[config.mk]
export PLATFORM = sky130hd
export DESIGN_NAME = dma_irq_status
export DESIGN_NICKNAME = d
export VERILOG_FILES = /design/src/rtl/dma_irq_pkg.sv /design/src/rtl/dma_irq_srcmap.sv /design/src/rtl/dma_irq_settle.sv /design/src/rtl/dma_irq_stack.sv /design/src/rtl/dma_irq_status.sv
export SDC_FILE = /design/constraint.sdc
export NUM_CORES = 1
export LEC_CHECK = 0
export ABC_AREA = 1
export CORE_ASPECT_RATIO = 1.25
export CORE_MARGIN = 4
export CORE_UTILIZATION = 58
export DETAILED_ROUTE_END_ITERATION = 16
export DONT_BUFFER_PORTS = 1
export PLACE_DENSITY_LB_ADDON = 0.25
export SYNTH_ARGS = -nofsm -noshare
export SYNTH_HDL_FRONTEND = slang
export SYNTH_SLANG_ARGS = --single-unit
[constraint.sdc]
create_clock -name clk -period 1.93 [get_ports clk]
set_input_delay 0.193 -clock clk [delete_from_list [all_inputs] [get_ports clk]]
set_output_delay 0.193 -clock clk [all_outputs]
set_load 0.02 [all_outputs]
[src/rtl/dma_irq_pkg.sv]
package dma_irq_pkg;
  localparam int NSRC = 7;
  localparam int B_ILL = 0;
  localparam int B_XPAR = 1;
  localparam int B_SCR = 2;
  localparam int B_STEP = 3;
  localparam int B_ABRT = 4;
  localparam int B_BFLT = 5;
  localparam int B_MPAR = 6;

  typedef struct packed {
    logic data_perr;
    logic tgt_perr;
    logic par_chk_en;
    logic bad_addr;
    logic tgt_abort;
    logic bus_master;
    logic abort_cmd;
    logic instr_done;
    logic step_mode;
    logic int_instr;
    logic ext_perr;
    logic bad_opcode;
    logic zero_len_move;
    logic wait_req_nodisc;
    logic cmp_both;
    logic target_mode;
  } raw_ev_t;
endpackage

[src/rtl/dma_irq_srcmap.sv]
module dma_irq_srcmap
  import dma_irq_pkg::*;
#(
  parameter bit EXT_PAR = 1'b1
) (
  input  raw_ev_t          raw,
  output logic [NSRC-1:0]  ev
);
  logic ill_any;

  always_comb begin
    ill_any = raw.bad_opcode | raw.zero_len_move | raw.wait_req_nodisc
            | (raw.cmp_both & raw.target_mode);
  end

  assign ev[B_ILL]  = ill_any;
  assign ev[B_SCR]  = raw.int_instr;
  assign ev[B_STEP] = raw.instr_done & raw.step_mode;
  assign ev[B_ABRT] = raw.abort_cmd;
  assign ev[B_BFLT] = (raw.bad_addr | raw.tgt_abort) & raw.bus_master;
  assign ev[B_MPAR] = (raw.data_perr | raw.tgt_perr) & raw.par_chk_en;

  generate
    if (EXT_PAR) begin : g_xpar
      assign ev[B_XPAR] = raw.ext_perr;
    end else begin : g_no_xpar
      assign ev[B_XPAR] = 1'b0;
    end
  endgenerate
endmodule

[src/rtl/dma_irq_settle.sv]
module dma_irq_settle #(
  parameter int SETTLE = 12,
  localparam int CW = $clog2(SETTLE + 1)
) (
  input  logic          clk,
  input  logic          rst,
  input  logic          rd,
  output logic          win,
  output logic          expire,
  output logic [CW-1:0] cnt_q
);
  always_ff @(posedge clk) begin
    if (rst) begin
      cnt_q <= '0;
    end else if (rd) begin
      cnt_q <= CW'(SETTLE);
    end else if (cnt_q != '0) begin
      cnt_q <= cnt_q - CW'(1);
    end
  end

  assign win    = (cnt_q != '0);
  assign expire = (cnt_q == CW'(1)) && !rd;
endmodule

[src/rtl/dma_irq_stack.sv]
module dma_irq_stack #(
  parameter int N = 7
) (
  input  logic         clk,
  input  logic         rst,
  input  logic         rd,
  input  logic         win,
  input  logic         expire,
  input  logic [N-1:0] ev,
  output logic [N-1:0] stat_d,
  output logic [N-1:0] stat_q,
  output logic [N-1:0] pend_q
);
  genvar i;
  generate
    for (i = 0; i < N; i++) begin : g_bit
      logic s_d, p_d;
      always_comb begin
        s_d = stat_q[i];
        p_d = pend_q[i];
        if (rd) begin
          s_d = 1'b0;
          p_d = pend_q[i] | ev[i];
        end else if (expire) begin
          s_d = pend_q[i] | ev[i];
          p_d = 1'b0;
        end else if (win) begin
          p_d = pend_q[i] | ev[i];
        end else if (stat_q[i]) begin
          p_d = pend_q[i] | ev[i];
        end else begin
          s_d = ev[i];
        end
      end

      always_ff @(posedge clk) begin
        if (rst) begin
          stat_q[i] <= 1'b0;
          pend_q[i] <= 1'b0;
        end else begin
          stat_q[i] <= s_d;
          pend_q[i] <= p_d;
        end
      end

      assign stat_d[i] = s_d;
    end
  endgenerate
endmodule

[src/rtl/dma_irq_status.sv]
module dma_irq_status
  import dma_irq_pkg::*;
#(
  parameter int SETTLE = 12,
  parameter bit EXT_PAR = 1'b1,
  localparam int DW = NSRC + 1,
  localparam int CW = $clog2(SETTLE + 1)
) (
  input  logic          clk,
  input  logic          rst,
  input  logic          fifo_empty_i,
  input  logic          data_perr_i,
  input  logic          tgt_perr_i,
  input  logic          par_chk_en_i,
  input  logic          bad_addr_i,
  input  logic          tgt_abort_i,
  input  logic          bus_master_i,
  input  logic          abort_cmd_i,
  input  logic          instr_done_i,
  input  logic          step_mode_i,
  input  logic          int_instr_i,
  input  logic          ext_perr_i,
  input  logic          bad_opcode_i,
  input  logic          zero_len_move_i,
  input  logic          wait_req_nodisc_i,
  input  logic          cmp_both_i,
  input  logic          target_mode_i,
  input  logic          ien_wr_i,
  input  logic [DW-1:0] ien_wdata_i,
  input  logic          rd_i,
  output logic [DW-1:0] rdata_o,
  output logic          irq_o,
  output logic          pend_o
);
  raw_ev_t          raw;
  logic [NSRC-1:0]  ev;
  logic [NSRC-1:0]  stat_d, stat_q, pend_q;
  logic [DW-1:0]    ien_q, ien_d;
  logic             win, expire, any_d;
  logic [CW-1:0]    cnt_q;

  always_comb begin
    raw.data_perr       = data_perr_i;
    raw.tgt_perr        = tgt_perr_i;
    raw.par_chk_en      = par_chk_en_i;
    raw.bad_addr        = bad_addr_i;
    raw.tgt_abort       = tgt_abort_i;
    raw.bus_master      = bus_master_i;
    raw.abort_cmd       = abort_cmd_i;
    raw.instr_done      = instr_done_i;
    raw.step_mode       = step_mode_i;
    raw.int_instr       = int_instr_i;
    raw.ext_perr        = ext_perr_i;
    raw.bad_opcode      = bad_opcode_i;
    raw.zero_len_move   = zero_len_move_i;
    raw.wait_req_nodisc = wait_req_nodisc_i;
    raw.cmp_both        = cmp_both_i;
    raw.target_mode     = target_mode_i;
  end

  dma_irq_srcmap #(.EXT_PAR(EXT_PAR)) u_map (
    .raw (raw),
    .ev  (ev)
  );

  dma_irq_settle #(.SETTLE(SETTLE)) u_settle (
    .clk    (clk),
    .rst    (rst),
    .rd     (rd_i),
    .win    (win),
    .expire (expire),
    .cnt_q  (cnt_q)
  );

  dma_irq_stack #(.N(NSRC)) u_stack (
    .clk    (clk),
    .rst    (rst),
    .rd     (rd_i),
    .win    (win),
    .expire (expire),
    .ev     (ev),
    .stat_d (stat_d),
    .stat_q (stat_q),
    .pend_q (pend_q)
  );

  assign ien_d = ien_wr_i ? ien_wdata_i : ien_q;
  assign any_d = |(stat_d & ien_d[NSRC-1:0]);

  always_ff @(posedge clk) begin
    if (rst) begin
      ien_q   <= '0;
      rdata_o <= DW'(1) << NSRC;
      irq_o   <= 1'b0;
      pend_o  <= 1'b0;
    end else begin
      ien_q  <= ien_d;
      irq_o  <= any_d;
      pend_o <= (pend_o & ~rd_i) | any_d;
      if (rd_i) begin
        rdata_o <= {fifo_empty_i, stat_q};
      end
    end
  end
endmodule

== Word level (Yosys, flattened, before mapping) ==
Cells that the tools add are included.

* Add/subtract/negate cells: 1
* Equal/unequal tests: 1
* Muxes and demuxes: 59
* Bitwise gates (word level): 20
* Reductions and logical operators: 13

{| class="wikitable"
|+ Operators by type and width
! kind !! number
|-
| 1-bit 2-to-1 mux || 56
|-
| 4-bit nonzero test || 8
|-
| 1-bit bitwise OR || 13
|-
| 4-bit 2-to-1 mux || 2
|-
| 7-bit bitwise AND || 1
|-
| 7-bit 2-to-1 mux || 1
|-
| 7-bit OR reduction || 1
|-
| 1-bit bitwise AND || 5
|-
| 4-bit by 1-bit equality test with 1-bit output (second input constant) || 1
|-
| 4-bit by 1-bit subtractor with 4-bit output (second input constant) || 1
|-
| 2-bit nonzero test || 1
|-
| 2-bit OR reduction || 1
|-
| 1-bit logical AND || 1
|-
| 1-bit zero test || 1
|-
| 1-bit NOT || 1
|}

* Bits in registers: 35
* Bits of input ports: 29
* Output and inout port bits: 10
* Word-level logic and storage cells: 114

== Longest topological paths before layout ==
* Word-level depth: 10
* Gate-level depth with buffers: 14
* Gate-level depth less buffers: 14

== By module ==
From an unflattened synthesis, not the netlist that was laid out.

* Cell total of the unflattened synthesis: 302
* Area total of the unflattened synthesis: 1,880.6 um^2

{| class="wikitable"
|+ Modules (own cells, without submodules)
! module !! instances !! cells an instance !! area each (um^2) !! sequential area each (um^2)
|-
| dma_irq_stack || 1 || 148 || 862.1 || 280.3
|-
| dma_irq_status || 1 || 105 || 711.9 || 340.3
|-
| dma_irq_settle || 1 || 33 || 230.2 || 80.1
|-
| dma_irq_srcmap || 1 || 16 || 76.3 || 0.0
|}

== Worst setup path after synthesis ==
Ideal clock, no wire load.

* Path kind: reg2reg
* Start: register u_settle.cnt_q[0]
* End: register pend_o
* Setup time: 0.114 ns
* Arrival time: 1.319 ns
* Required time: 1.816 ns
* Path slack: 0.497 ns
* Cell stages (with the launch flop): 15
* Buffers on the path: 0
* Path through: dfxtp_1 > inv_1 > ha_1 > inv_1 > nor2_1 > nand2_1 > nand2_1 > nand2_1 > nand2_1 > nand2_1 > nand2_1 > nor2_1 > nand2_1 > nand2_1 > nand2_1

* Word-level cells in the longest chain between the ends: 7

{| class="wikitable"
|+ Ends and longest elaborated chain
! element !! line !! RTL
|-
| from (decl) || dma_irq_settle.sv:10 || <nowiki>output logic [CW-1:0] cnt_q</nowiki>
|-
| from (signal assigned) || dma_irq_settle.sv:16 || <nowiki>cnt_q <= CW'(SETTLE);</nowiki>
|-
| from (signal assigned) || dma_irq_settle.sv:18 || <nowiki>cnt_q <= cnt_q - CW'(1);</nowiki>
|-
| 4-bit nonzero test or 4-bit by 1-bit equality test with 1-bit output (tied branches) || dma_irq_settle.sv:22, dma_irq_settle.sv:23 ||
|-
| 1-bit 2-to-1 mux or 1-bit logical AND (tied branches) || dma_irq_stack.sv:27, dma_irq_settle.sv:23 ||
|-
| 1-bit 2-to-1 mux || dma_irq_stack.sv:24 || <nowiki>end else if (expire) begin</nowiki>
|-
| 1-bit 2-to-1 mux || dma_irq_stack.sv:21 || <nowiki>if (rd) begin</nowiki>
|-
| 7-bit bitwise AND (*) || dma_irq_status.sv:88 || <nowiki>assign any_d = |(stat_d & ien_d[NSRC-1:0]);</nowiki>
|-
| 7-bit OR reduction (*) || dma_irq_status.sv:88 ||
|-
| 1-bit bitwise OR (*) || dma_irq_status.sv:99 || <nowiki>pend_o <= (pend_o & ~rd_i) | any_d;</nowiki>
|-
| to (signal assigned) || dma_irq_status.sv:99 ||
|-
| to (decl) || dma_irq_status.sv:33 || <nowiki>output logic pend_o</nowiki>
|}

Mark *: on every way between the ends. The rest lies on a longest branch, timed or not.
A chain may end at the register's enable or synchronous reset.

== Final worst setup path ==
* Start: register u_settle.cnt_q[1]
* End: register pend_o

The elaborated chain is that of the path after synthesis.

==> qor.csv <==
stage,metric,value,unit
synthesis,synth_area_leaders,"dfxtp_1, nand2_1, inv_1",
worst_setup_path,crit_family,simple AND/OR/NAND/NOR gates,
worst_setup_path,crit_top_cell,nand2_1,
sta,rsz0062_at_grt,false,
sta,maxSlewViolCount,0,
placed_design,dpl_cell_area,1660,sq um
worst_hold_path,hold_class,input pin to flip-flop,
detailed_routing,drc,0,
global_routing,grt_max_degree,17,
cts,cts_root_buf,clkbuf_4,
pwr,power_density,847.6,nW/um^2
cells_and_area,layout-drive-gt1-share,0.08678,
synthesis,synth_edf_count,0,
cts,cts_tree,yes,
sta,setup_viol,0,
cts,clock_sinks,35,
cells_and_area,mostFrequentLayoutCell,nand2_1,
job,max_cap_violations,0,
worst_setup_path,worst_path_largest_cell_delay,0.35,ns
floorplan,die_w,55.66,microns
synthesis,ys_dominant_reg_cell,dfxtp_1,
status,outcome,"complete, no violations",
global_routing,antenna_found_initial,0,
floorplan,dieArea,3761,sq um
detailed_routing,wl,3280,microns
cts,clk_latency,0.34,ns
global_routing,grt_first_pass_wirelength,5575,microns
placed_design,gp_congestion,0.8026,
detailed_routing,wire_per_inst,11.88,microns
worst_setup_path,end_kind,flip-flop,
synthesis,ys_async_sr_fraction,0,
floorplan,num_rows,21,
synthesis,syn_nets,269,
cells_and_area,nNetsFinal,273,
placed_design,io_buffers,0,
placed_design,pre_cts_ws,0.2722,ns
synthesis,yosysTopAreaCellShare,0.4255,
worst_setup_path,crit_arrival,1.96,ns
cells_and_area,design_area,1743,sq um
cts,h-tree-depth,2,
global_routing,use_met1,0.2298,
worst_setup_path,start_kind,flip-flop,
detailed_routing,postRouteAntennaNets,0,
detailed_routing,firstDrtPassIters,4,
synthesis,synth.distinct_cells,30,
pwr,peakVddDrop,0.0006096,V
cts,postCtsSetupBuffers,0,
sta,hold_viol,0,
detailed_routing,via_per_inst,5.040,
synthesis,synth_largest_area_cell,dfxtp_1,
floorplan,initial_core_util,0.6084,
global_routing,grt_pass1_vias,1232,
detailed_routing,drt-initial-drc-count,40,
placed_design,hpwl,2314,microns
sta,fin_crit,1.671,ns
cells_and_area,final_core_util,0.6440,
cells_and_area,final_cell_count_no_fill,276,
cells_and_area,num_antenna_cells,0,
global_routing,grt_busiest_layer,met2,
cts,cts.reportedPaths.clkPinSlew,0.11,ns
detailed_routing,vias,1391,
worst_setup_path,crit_slowest_cell,dfxtp_1,
synthesis,yosysSeqAreaShare,0.4255,
placed_design,dp.cells,265,
global_routing,met3_usage,0.05545,
worst_setup_path,worst-path-buf-inv,1,
sta,setup_tns,0,ns
synthesis,mappedNetlistArea,1647,sq um
worst_setup_path,required,2.21,ns
sta,slew_headroom,0.6192,
synthesis,yosysWarningCount,0,
floorplan,pin_count,39,
synthesis,ys_ff_latch,35,
cells_and_area,area_growth,5.851,%
synthesis,syn_inst,237,
worst_setup_path,critPathMaxFanout,7,
cells_and_area,final_cell_mix,"nand2_1, dfxtp_1, inv_1",
sta,setup_ws,0.2587,ns
global_routing,grt_util_met2,0.3254,
sta,fmax,598.3,MHz
worst_setup_path,crit_chain,inv_1 > ha_1 > a21oi_2 > nand2_1 > nand2_1 > nand2_1 > nand2_1 > nor2_1 > nand2_1 > nand2_1 > nand2_1,
sta,tightest_slew,0.5693,ns
floorplan,die_h,67.57,microns
cts,numCtsBuffers,5,
floorplan,coreArea,2706,sq um
pwr,total_leakage_power,0.0008803,uW
worst_setup_path,worstSetupPathType,flip-flop to flip-flop,
cts,clockBufferDepth,2,
sta,finalCritPeriodShare,0.8660,
sta,skew,0.01248,ns
global_routing,grtUsageTotal,0.1954,
synthesis,syn-mean-instance-area,6.948,sq um
global_routing,grt-ovfl-total,0,
==> final cells by class <==
cell class / instances / area, sq um
tap: 34 / 42.54
sequential: 35 / 700.7
fill: 246 / 963.4
timing repair buffer: 3 / 30.03
clock buffer: 7 / 45.04
multi-input combinational: 158 / 777.0
clock inverter: 1 / 5.005
inverter: 38 / 142.6
==> through the flow <==
stage | hold slack, ns | power, uW
floorplan | 0.3193 | 1075
global placement | 0.2652 | 1103
detailed placement | 0.2663 | 1109
CTS | 0.006476 | 1496
global route | 0.04320 | 1580
finish | 0.02248 | 1477
==> tightest hold or removal path: cells and delay by family <==
family	cells	cell delay [ns]
simple gates	2	0.10
compound gates	1	0.03
==> power by group <==
| part | leakage, uW | total [uW] | switching, uW | internal, uW |
|---|---|---|---|---|
| combinational | 0.000562 | 264 | 167 | 96.8 |
| clock | 0.0000293 | 371 | 230 | 142 |
| sequential | 0.000289 | 842 | 55.7 | 787 |
| total | 0.000880 | 1480 | 452 | 1030 |
==> sequential cells by signal (all words and copies together) (netlist names) <==
| name | flops |
|---|---|
| rdata_o | 8 |
| u_stack.pend_q | 7 |
| u_stack.stat_q | 7 |
| pend_o | 1 |
| ien_q | 7 |
| u_settle.cnt_q | 4 |
| irq_o | 1 |
==> cells in the mapped netlist (2+ instances only) <==
| master | number |
|---|---|
| nand2_1 | 63 |
| dfxtp_1 | 35 |
| inv_1 | 33 |
| a21oi_1 | 22 |
| nor2_1 | 22 |
| o21ai_0 | 17 |
| o21ai_1 | 11 |
| inv_2 | 5 |
| ha_1 | 3 |
| nand3_1 | 3 |
| buf_2 | 2 |
| clkbuf_1 | 2 |
| nor2_2 | 2 |
==> worst paths after layout <==
path                     startpoint                end  slack (ns)  cells after the start
setup reg to reg  u_settle.cnt_q[1]             pend_o        0.26                     11
hold / removal                  rst  u_settle.cnt_q[1]        0.02                      3
hold reg to reg   u_stack.pend_q[2]  u_stack.pend_q[2]        0.47                      2
setup / recovery  u_settle.cnt_q[1]             pend_o        0.26                     11
==> repair_timing <==
item / in CTS / in global routing
hold endpoints to repair: 24 / 0
resized for setup: 0 / 1
setup endpoints to repair: 0 / 2
hold buffers: 3 / 0
==> layer usage <==
metal | vias to the layer above | routed length, microns
met3 | 9 | 134
met5 | - | 0
met2 | 33 | 1530
met1 | 594 | 1528
li1 | 755 | -
met4 | 0 | 88
==> cell families (layout without fill, tap and decap cells) <==
group / count (synthesis) / after routing / synth area share
muxes: 1 / 1 / 0.006079
xor gates and xnor gates: 1 / 1 / 0.005320
AOI/OAI and AO/OA: 55 / 55 / 0.1778
DFF: 35 / 35 / 0.4255
buffers and inverters: 44 / 49 / 0.1041
and+or+nand+nor: 98 / 98 / 0.2584
adders and majority gates: 3 / 3 / 0.02280
Power figures use the tool's default switching activity.
